**src/rtl/cfg_tgt_pkg.sv**
```systemverilog
package cfg_tgt_pkg;

    typedef enum logic [2:0] {
        ST_IDLE,
        ST_DECODE,
        ST_XFER,
        ST_DISC,
        ST_TURN,
        ST_SKIP
    } tgt_state_e;

    localparam logic [3:0] CMD_CFG_RD = 4'b1010;
    localparam logic [3:0] CMD_CFG_WR = 4'b1011;

endpackage

```
**src/rtl/cfg_addr_decode.sv**
```systemverilog
module cfg_addr_decode
    import cfg_tgt_pkg::*;
#(
    parameter int IDX_W = 6
) (
    input  logic             clk,
    input  logic             rst_n,
    input  logic [7:0]       addr_lo,
    input  logic [3:0]       cmd,
    input  logic             idsel,
    input  logic             capture,
    output logic             hit,
    output logic [IDX_W-1:0] idx_q,
    output logic             is_wr_q
);

    logic cmd_is_rd;
    logic cmd_is_wr;
    logic dword_aligned;

    always_comb begin
        cmd_is_rd     = (cmd == CMD_CFG_RD);
        cmd_is_wr     = (cmd == CMD_CFG_WR);
        dword_aligned = (addr_lo[1:0] == 2'b00);
        hit           = idsel && (cmd_is_rd || cmd_is_wr) && dword_aligned;
    end

    always_ff @(posedge clk or negedge rst_n) begin
        if (!rst_n) begin
            idx_q   <= '0;
            is_wr_q <= 1'b0;
        end else if (capture) begin
            idx_q   <= addr_lo[IDX_W+1:2];
            is_wr_q <= cmd_is_wr;
        end
    end

endmodule

```
**src/rtl/cfg_regfile.sv**
```systemverilog
module cfg_regfile #(
    parameter int          DATA_W      = 32,
    parameter int          IDX_W       = 6,
    parameter int          SCRATCH_IDX = 4,
    parameter logic [31:0] ID_WORD0    = 32'h0000_0000,
    parameter logic [31:0] ID_WORD1    = 32'h0000_0000,
    parameter logic [31:0] ID_WORD2    = 32'h0000_0000,
    parameter logic [31:0] ID_WORD3    = 32'h0000_0000,
    parameter logic [31:0] SCRATCH_RST = 32'h0000_0000
) (
    input  logic              clk,
    input  logic              rst_n,
    input  logic              wr_en,
    input  logic [IDX_W-1:0]  idx,
    input  logic [DATA_W/8-1:0] be_n,
    input  logic [DATA_W-1:0] wdata,
    output logic [DATA_W-1:0] rdata
);

    localparam int LANES  = DATA_W / 8;
    localparam int NUM_RO = 4;
    localparam logic [IDX_W-1:0] RO_LIMIT = IDX_W'(NUM_RO);
    localparam logic [IDX_W-1:0] SCR_SLOT = IDX_W'(SCRATCH_IDX);

    logic [DATA_W-1:0] scratch_q;
    logic              scr_sel;

    function automatic logic [DATA_W-1:0] ro_word(input logic [1:0] sel);
        logic [31:0] w;
        unique case (sel)
            2'd0: w = ID_WORD0;
            2'd1: w = ID_WORD1;
            2'd2: w = ID_WORD2;
            default: w = ID_WORD3;
        endcase
        return DATA_W'(w);
    endfunction

    assign scr_sel = (idx == SCR_SLOT);

    generate
        for (genvar b = 0; b < LANES; b++) begin : g_lane
            always_ff @(posedge clk or negedge rst_n) begin
                if (!rst_n) begin
                    scratch_q[8*b +: 8] <= SCRATCH_RST[8*b +: 8];
                end else if (wr_en && scr_sel && !be_n[b]) begin
                    scratch_q[8*b +: 8] <= wdata[8*b +: 8];
                end
            end
        end
    endgenerate

    always_comb begin
        if (idx < RO_LIMIT) begin
            rdata = ro_word(idx[1:0]);
        end else if (scr_sel) begin
            rdata = scratch_q;
        end else begin
            rdata = '0;
        end
    end

endmodule

```
**src/rtl/cfg_target_fsm.sv**
```systemverilog
module cfg_target_fsm
    import cfg_tgt_pkg::*;
(
    input  logic clk,
    input  logic rst_n,
    input  logic frame_n,
    input  logic irdy_n,
    input  logic hit,
    input  logic is_wr,
    output logic capture,
    output logic wr_en,
    output logic devsel_n,
    output logic trdy_n,
    output logic stop_n,
    output logic ad_oe
);

    tgt_state_e state_q;
    tgt_state_e state_d;
    logic       frame_prev_q;
    logic       addr_phase;

    assign addr_phase = (state_q == ST_IDLE) && !frame_n && frame_prev_q;
    assign capture    = addr_phase && hit;
    assign wr_en      = (state_q == ST_XFER) && !irdy_n && is_wr;

    always_ff @(posedge clk or negedge rst_n) begin
        if (!rst_n) begin
            state_q      <= ST_IDLE;
            frame_prev_q <= 1'b1;
        end else begin
            state_q      <= state_d;
            frame_prev_q <= frame_n;
        end
    end

    always_comb begin
        state_d = state_q;
        unique case (state_q)
            ST_IDLE: begin
                if (addr_phase) begin
                    state_d = hit ? ST_DECODE : ST_SKIP;
                end
            end
            ST_DECODE: state_d = ST_XFER;
            ST_XFER: begin
                if (!irdy_n) begin
                    state_d = frame_n ? ST_TURN : ST_DISC;
                end
            end
            ST_DISC: begin
                if (frame_n && irdy_n) begin
                    state_d = ST_TURN;
                end
            end
            ST_TURN: state_d = ST_IDLE;
            ST_SKIP: begin
                if (frame_n && irdy_n) begin
                    state_d = ST_IDLE;
                end
            end
            default: state_d = ST_IDLE;
        endcase
    end

    always_comb begin
        devsel_n = 1'b1;
        trdy_n   = 1'b1;
        stop_n   = 1'b1;
        ad_oe    = 1'b0;
        unique case (state_q)
            ST_XFER: begin
                devsel_n = 1'b0;
                trdy_n   = 1'b0;
                stop_n   = frame_n;
                ad_oe    = !is_wr;
            end
            ST_DISC: begin
                devsel_n = 1'b0;
                stop_n   = 1'b0;
            end
            ST_IDLE, ST_DECODE, ST_TURN, ST_SKIP: begin
                devsel_n = 1'b1;
            end
            default: devsel_n = 1'b1;
        endcase
    end

endmodule

```
**src/rtl/cfg_target_decoder.sv**
```systemverilog
module cfg_target_decoder #(
    parameter int          DATA_W      = 32,
    parameter int          IDX_W       = 6,
    parameter int          SCRATCH_IDX = 4,
    parameter logic [31:0] ID_WORD0    = 32'h1234_ABCD,
    parameter logic [31:0] ID_WORD1    = 32'h0200_0000,
    parameter logic [31:0] ID_WORD2    = 32'h0B80_0001,
    parameter logic [31:0] ID_WORD3    = 32'h0000_0010,
    parameter logic [31:0] SCRATCH_RST = 32'h0000_0000
) (
    input  logic              clk,
    input  logic              rst_n,
    input  logic [DATA_W-1:0] ad_in,
    output logic [DATA_W-1:0] ad_out,
    output logic              ad_oe,
    input  logic [3:0]        cbe_n,
    input  logic              idsel,
    input  logic              frame_n,
    input  logic              irdy_n,
    output logic              devsel_n,
    output logic              trdy_n,
    output logic              stop_n,
    output logic              ack64_n
);

    logic             hit;
    logic             capture;
    logic             wr_en;
    logic             is_wr;
    logic [IDX_W-1:0] idx;
    logic [DATA_W-1:0] rdata;
    logic             oe_int;

    cfg_addr_decode #(
        .IDX_W (IDX_W)
    ) u_dec (
        .clk     (clk),
        .rst_n   (rst_n),
        .addr_lo (ad_in[7:0]),
        .cmd     (cbe_n),
        .idsel   (idsel),
        .capture (capture),
        .hit     (hit),
        .idx_q   (idx),
        .is_wr_q (is_wr)
    );

    cfg_target_fsm u_fsm (
        .clk      (clk),
        .rst_n    (rst_n),
        .frame_n  (frame_n),
        .irdy_n   (irdy_n),
        .hit      (hit),
        .is_wr    (is_wr),
        .capture  (capture),
        .wr_en    (wr_en),
        .devsel_n (devsel_n),
        .trdy_n   (trdy_n),
        .stop_n   (stop_n),
        .ad_oe    (oe_int)
    );

    cfg_regfile #(
        .DATA_W      (DATA_W),
        .IDX_W       (IDX_W),
        .SCRATCH_IDX (SCRATCH_IDX),
        .ID_WORD0    (ID_WORD0),
        .ID_WORD1    (ID_WORD1),
        .ID_WORD2    (ID_WORD2),
        .ID_WORD3    (ID_WORD3),
        .SCRATCH_RST (SCRATCH_RST)
    ) u_rf (
        .clk   (clk),
        .rst_n (rst_n),
        .wr_en (wr_en),
        .idx   (idx),
        .be_n  (cbe_n),
        .wdata (ad_in),
        .rdata (rdata)
    );

    assign ad_oe   = oe_int;
    assign ad_out  = oe_int ? rdata : '0;
    assign ack64_n = 1'b1;

endmodule

```
**config.mk**
```make
export PLATFORM = sky130hd
export DESIGN_NAME = cfg_target_decoder
export DESIGN_NICKNAME = d
export VERILOG_FILES = /design/src/rtl/cfg_tgt_pkg.sv /design/src/rtl/cfg_addr_decode.sv /design/src/rtl/cfg_regfile.sv /design/src/rtl/cfg_target_fsm.sv /design/src/rtl/cfg_target_decoder.sv
export SDC_FILE = /design/constraint.sdc
export NUM_CORES = 1
export LEC_CHECK = 0
export BUFFER_PORTS_ARGS = -buffer_cell sky130_fd_sc_hd__buf_2
export CAP_MARGIN = 20
export CORE_MARGIN = 1
export CORE_UTILIZATION = 53
export DETAILED_ROUTE_END_ITERATION = 16
export PLACE_DENSITY = 0.94
export SYNTH_ARGS = -nofsm -noshare
export SYNTH_HDL_FRONTEND = slang
export SYNTH_SLANG_ARGS = --single-unit
```
**constraint.sdc**
```tcl
create_clock -name clk -period 3 [get_ports clk]
set_input_delay 0.15 -clock clk [delete_from_list [all_inputs] [get_ports clk]]
set_output_delay 0.15 -clock clk [all_outputs]
set_load 0.005 [all_outputs]
```
Word-level counts from Yosys, hierarchy flattened
Cells that the tools add are included.
- $lt $le $gt $ge: 1
- equal/unequal tests: 13
- mux-type cells: 15
- reduce and logical (&&, ||, !) cells: 26
- operators by type and width (cell ; number):
    2-to-1 mux 32 bit ; 3
    one-hot mux 29 bit (3 select lines) ; 1
    2-to-1 mux 3 bit ; 6
    one-hot mux 3 bit (5 select lines) ; 1
    logical AND 1 bit ; 13
    == test 4 bit, second input constant ; 2
    logical NOT 1 bit ; 7
    == test 3 x 2 -> 1 bit, second input constant ; 2
    == test 6 x 3 -> 1 bit, second input constant ; 1
    < comparator 6 x 3 -> 1 bit, second input constant ; 1
    inequality test 2 x 1 -> 1 bit, second input constant ; 3
    logical NOT 2 bit ; 2
    AND reduction 4 bit ; 1
    == test 3 x 1 -> 1 bit, second input constant ; 1
    == test 3 bit, second input constant ; 1
    logical NOT 3 bit ; 1
    2-to-1 mux 1 bit ; 3
    == test 2 x 1 -> 1 bit, second input constant ; 1
    == test 2 bit, second input constant ; 1
    inequality test 2 bit, second input constant ; 1
    one-hot mux 1 bit (2 select lines) ; 1
    OR reduction 2 bit ; 1
    logical OR 1 bit ; 1
- bits in registers: 43
- input bits: 41
- output and inout port bits: 37

Longest topological paths before layout
- depth in word-level cells: 7
- gate-level depth with buffers: 6
- mapped depth without buffers: 4

Cells and area by module
A second synthesis with hierarchy kept.
- cells, all modules: 208
- area, all modules: 2474.9 sq um
- by module, submodules not included (module ; times used ; cells an instance ; area an instance (sq um)):
    cfg_regfile ; 1 ; 115 ; 1580.3
    cfg_target_fsm ; 1 ; 37 ; 315.3
    cfg_addr_decode ; 1 ; 19 ; 312.8
    cfg_target_decoder ; 1 ; 37 ; 266.5

Least setup slack after synthesis
OpenSTA, ideal clock, no wires.
- kind: register to register
- start point: register u_fsm.state_q[0]
- end point: register u_rf.scratch_q[0]
- arrival time: 1.589 ns
- path slack: 1.286 ns
- cell stages (with the launch flop): 6
- cell sequence: dfrtp_1 buf_2 nor4b_4 nand4_4 nor2_4 mux2_2
- cells in the longest elaborated chain, start to end: 5
- RTL lines (what ; RTL line ; RTL):
    from (decl) ; cfg_target_fsm.sv:18 ; tgt_state_e state_q;
    from (signal assigned) ; cfg_target_fsm.sv:32 ; state_q <= state_d;
    == test 3 x 2 -> 1 bit ; cfg_target_fsm.sv:25 ; assign wr_en = (state_q == ST_XFER) && !irdy_n && is_wr;
    logical AND 1 bit (2 in a row) ; cfg_target_fsm.sv:25 ;
    logical AND 1 bit (2 in a row) ; cfg_regfile.sv:46 ; end else if (wr_en && scr_sel && !be_n[b]) begin
    to (signal, indexed assignment) ; cfg_regfile.sv:45 ; scratch_q[8*b +: 8] <= SCRATCH_RST[8*b +: 8];
    to (signal, indexed assignment) ; cfg_regfile.sv:47 ; scratch_q[8*b +: 8] <= wdata[8*b +: 8];
    to (decl) ; cfg_regfile.sv:25 ; logic [DATA_W-1:0] scratch_q;
No other way between the ends.
A chain may end at the register's enable or synchronous reset.

Worst setup path after layout
- start point: register u_fsm.state_q[2]
- end point: output port ad_out[5]
- cells in the longest elaborated chain, start to end: 3
- RTL lines (what ; RTL line ; RTL):
    == test 3 x 2 -> 1 bit ; cfg_target_fsm.sv:71 ; unique case (state_q)
    2-to-1 mux 1 bit ; cfg_target_fsm.sv:71 ;
    2-to-1 mux 32 bit ; cfg_target_decoder.sv:83 ; assign ad_out = oe_int ? rdata : '0;
    to (decl) ; cfg_target_decoder.sv:14 ; output logic [DATA_W-1:0] ad_out,
No other way between the ends.

==> metrics.log <==
INFO  metric worst_ep_required_time = 2850 ps
INFO  metric net_count_after_synthesis = 232
INFO  metric ys_warn_count = 0
INFO  metric timing.final.crit_period = 2610 ps
INFO  metric finalNetCount = 306
INFO  metric relative_slew_slack = 36.5%
INFO  metric grt_max_degree = 44
INFO  metric cts_post_setup_buffers_inserted = 0
INFO  metric synth.yosys.seq_area_share = 49.9%
INFO  metric detailroute.via_count = 1667
INFO  metric slew_violations = 0
INFO  metric die_area = 4330 sq um
INFO  metric net-switching-power = 0.000442 W
INFO  metric worst_ir_drop_vdd = 0.405 mV
INFO  metric insertion_delay = 300 ps
INFO  metric worstPathArrival = 2460 ps
INFO  metric global_route.usage.total = 22.9%
INFO  metric grt-ovfl-total = 0
INFO  metric clock_tree_skew_after_final_layout = 5.87 ps
INFO  metric 1st_pass_router_iterations = 4
INFO  metric clk_root_buffer_cell = clkbuf_8
INFO  metric max_cap_violations = 0
INFO  metric worst_slack = 386 ps
INFO  metric critical_path_launch_point_type = flip-flop
INFO  metric avgViaCountPerCell = 5.31
INFO  metric dpl-instance-area = 2560 sq um
INFO  metric period_utilisation_layout = 87.1%
INFO  metric cellPowerDensity = 528 nW/um^2
INFO  metric final_routed_drc_violation_total = 0
INFO  metric critical_path_class = reg -> out
INFO  metric tns = 0 ps
INFO  metric setup.reg_to_reg.worst_slack = 1050 ps
INFO  metric tritoncts_num_sinks = 43
INFO  metric numPortBuffers = 76
INFO  metric dr.first_iter.drc_count = 75
INFO  metric tritoncts = yes
INFO  metric cp_max_fo = 21
INFO  metric crit_path_end_kind = output port
INFO  metric finalHoldWorstSlack = -8.91 ps
INFO  metric run_status = finished, violations left
INFO  metric hpwl = 3320 um
INFO  metric cellInternalPower = 0.000960 W
INFO  metric maxClockFrequency = 383 MHz
INFO  metric number_of_buffers_added_to_fix_hold_violations_after_cts = 0
INFO  metric layout_cell_share_with_drive_strength_beyond_1 = 50.0%
INFO  metric power_frac_comb = 24.7%
INFO  metric die_width = 65.8 um
INFO  metric wl_per_cell = 14.4 um
INFO  metric sequential_share_of_power = 47.9%
INFO  metric floorplan.io_pins = 78
INFO  metric worst_slew_pin_slew = 952 ps
INFO  metric final_common_cell = buf_2
INFO  metric post_cts_resized = 0
INFO  metric clock_tree.buffer_depth = 2
INFO  metric clk_transition_reported_paths = 80 ps
INFO  metric layout.core_utilization = 70.4%
INFO  metric synth_cells = 191
INFO  metric worst_hold_path_type = in -> async
INFO  metric detailedPlace.worstSlack = 742 ps
INFO  metric total_leakage_power = 1.40 nW
INFO  metric ys_seq_elements = 43
INFO  metric drt-total-wl = 4530 um
INFO  metric antenna_cells = 0
INFO  metric synthesis.area_per_instance = 11.3 sq um
INFO  metric mostFrequentLayoutCells = buf_2, dfrtp_1, mux2_2
INFO  metric swShare = 31.5%
INFO  metric clock_group_share_of_total_power = 27.3%
INFO  metric initial_utilization = 57.2%
INFO  metric timing.final.hold_violations = 9
INFO  metric final_antenna_net_count = 0
INFO  metric flow.area_growth_from_synthesis = 23.0%
INFO  metric cts_htree_levels = 2
INFO  metric cts_buffers = 5
INFO  metric core-area = 3770 sq um
INFO  metric die_height = 65.8 um
INFO  metric syn_area = 2160 sq um
INFO  metric grt_antenna_before_repair = 0
INFO  metric rsz0062_at_grt = no
INFO  metric failed_checks = negative hold slack
INFO  metric number_of_global_route_vias_before_repair = 1622
INFO  metric gp_routability_congestion = 0.827
INFO  metric num_rows = 22
INFO  metric grt_pass1_wl = 7260 um
INFO  metric count_of_unique_library_cells_instantiated_by_yosys = 34
INFO  metric finalInstanceArea = 2650 sq um
INFO  metric report.final.setup_viol = 0
==> per-stage QoR <==
stage,total power [W],instances
floorplan,0.000907,191
global placement,0.00101,306
detailed placement,0.00103,306
CTS,0.00141,314
global route,0.00148,314
finish,0.00140,314
==> registers in the layout, summed over array words and instances (netlist names) <==
name / flops
u_rf.scratch_q: 32
u_dec.idx_q: 6
u_fsm.state_q: 3
u_dec.is_wr_q: 1
u_fsm.frame_prev_q: 1
==> Yosys cell counts (all sizes together) <==
| master | count | area [sq um] |
|---|---|---|
| o2111ai | 1 | 8.76 |
| nand2b | 3 | 18.8 |
| dfstp | 1 | 26.3 |
| o21ai | 3 | 15.0 |
| buf | 6 | 32.5 |
| nor2b | 2 | 15.0 |
| a32oi | 1 | 8.76 |
| nand3 | 1 | 5.00 |
| conb | 1 | 3.75 |
| clkbuf | 4 | 15.0 |
| a21oi | 19 | 95.1 |
| a41o | 1 | 10.0 |
| nor4b | 1 | 23.8 |
| nor4 | 2 | 12.5 |
| nor2 | 11 | 71.3 |
| nor3 | 3 | 15.0 |
| a2bb2oi | 1 | 8.76 |
| or3 | 1 | 6.26 |
| nand2 | 20 | 75.1 |
| dfrtp | 42 | 1050 |
| a21o | 1 | 7.51 |
| nor3b | 1 | 7.51 |
| a22o | 1 | 8.76 |
| nand4b | 1 | 8.76 |
| xnor2 | 1 | 8.76 |
| and2 | 14 | 87.6 |
| inv | 4 | 15.0 |
| nand4 | 2 | 27.5 |
| mux2 | 41 | 462 |
| a22oi | 1 | 7.51 |
==> layout make-up <==
type	count	area (sq um)
sequential	43	1080
fill	293	1120
clock buffer	7	86.3
clock inverter	1	8.76
timing repair buffer	77	388
multi-input combinational	134	1020
tap	48	60.1
inverter	4	15.0
==> critical path, stage by stage (launching register included) <==
cell and delay, ps:
dfrtp_1 510, nand2b_1 240, or3_1 630, nor2b_2 470
and2_1 200, buf_2 110
==> layer usage <==
layer,up-vias,GRT usage [%],routed length (um)
li1,815,-,-
met2,69,37.1,2190
met1,772,28.5,1940
met3,11,5.34,296
met5,-,0,0
met4,0,11.4,106
==> power groups by stage <==
stage	Clock (W)	Combinational, W	Sequential, W
floorplan	0	0.000277	0.000630
global placement	0	0.000337	0.000677
detailed placement	0	0.000347	0.000680
CTS	0.000392	0.000349	0.000670
global route	0.000418	0.000385	0.000677
finish	0.000383	0.000347	0.000672
==> cell families (layout without fill, tap and decap cells) <==
family          Yosys count  after routing  share of synthesized area [%]
simple gates             62             62                           17.3
mux                      41             41                           21.4
compound gates           29             29                           7.88
xor+xnor                  1              1                          0.406
other cells               1              1                          0.174
buf+inv                  14             89                           2.90
flops                    43             43                           49.9
==> final timing paths <==
check,from,to,cells past startpoint
setup reg to reg,u_dec.idx_q[1]$_DFFE_PN0P_,u_rf.scratch_q[2]$_DFFE_PN0P_,4
hold reg to reg,u_rf.scratch_q[31]$_DFFE_PN0P_,u_rf.scratch_q[31]$_DFFE_PN0P_,1
setup / recovery,u_fsm.state_q[2]$_DFFE_PN0P_,ad_out[5],5
max in group asynchronous,rst_n,u_rf.scratch_q[26]$_DFFE_PN0P_,1
min in group clk,frame_n,u_fsm.frame_prev_q$_DFF_PN1_,1
hold / removal,rst_n,u_rf.scratch_q[8]$_DFFE_PN0P_,1
No activity file was read; power rests on OpenSTA's default activity.
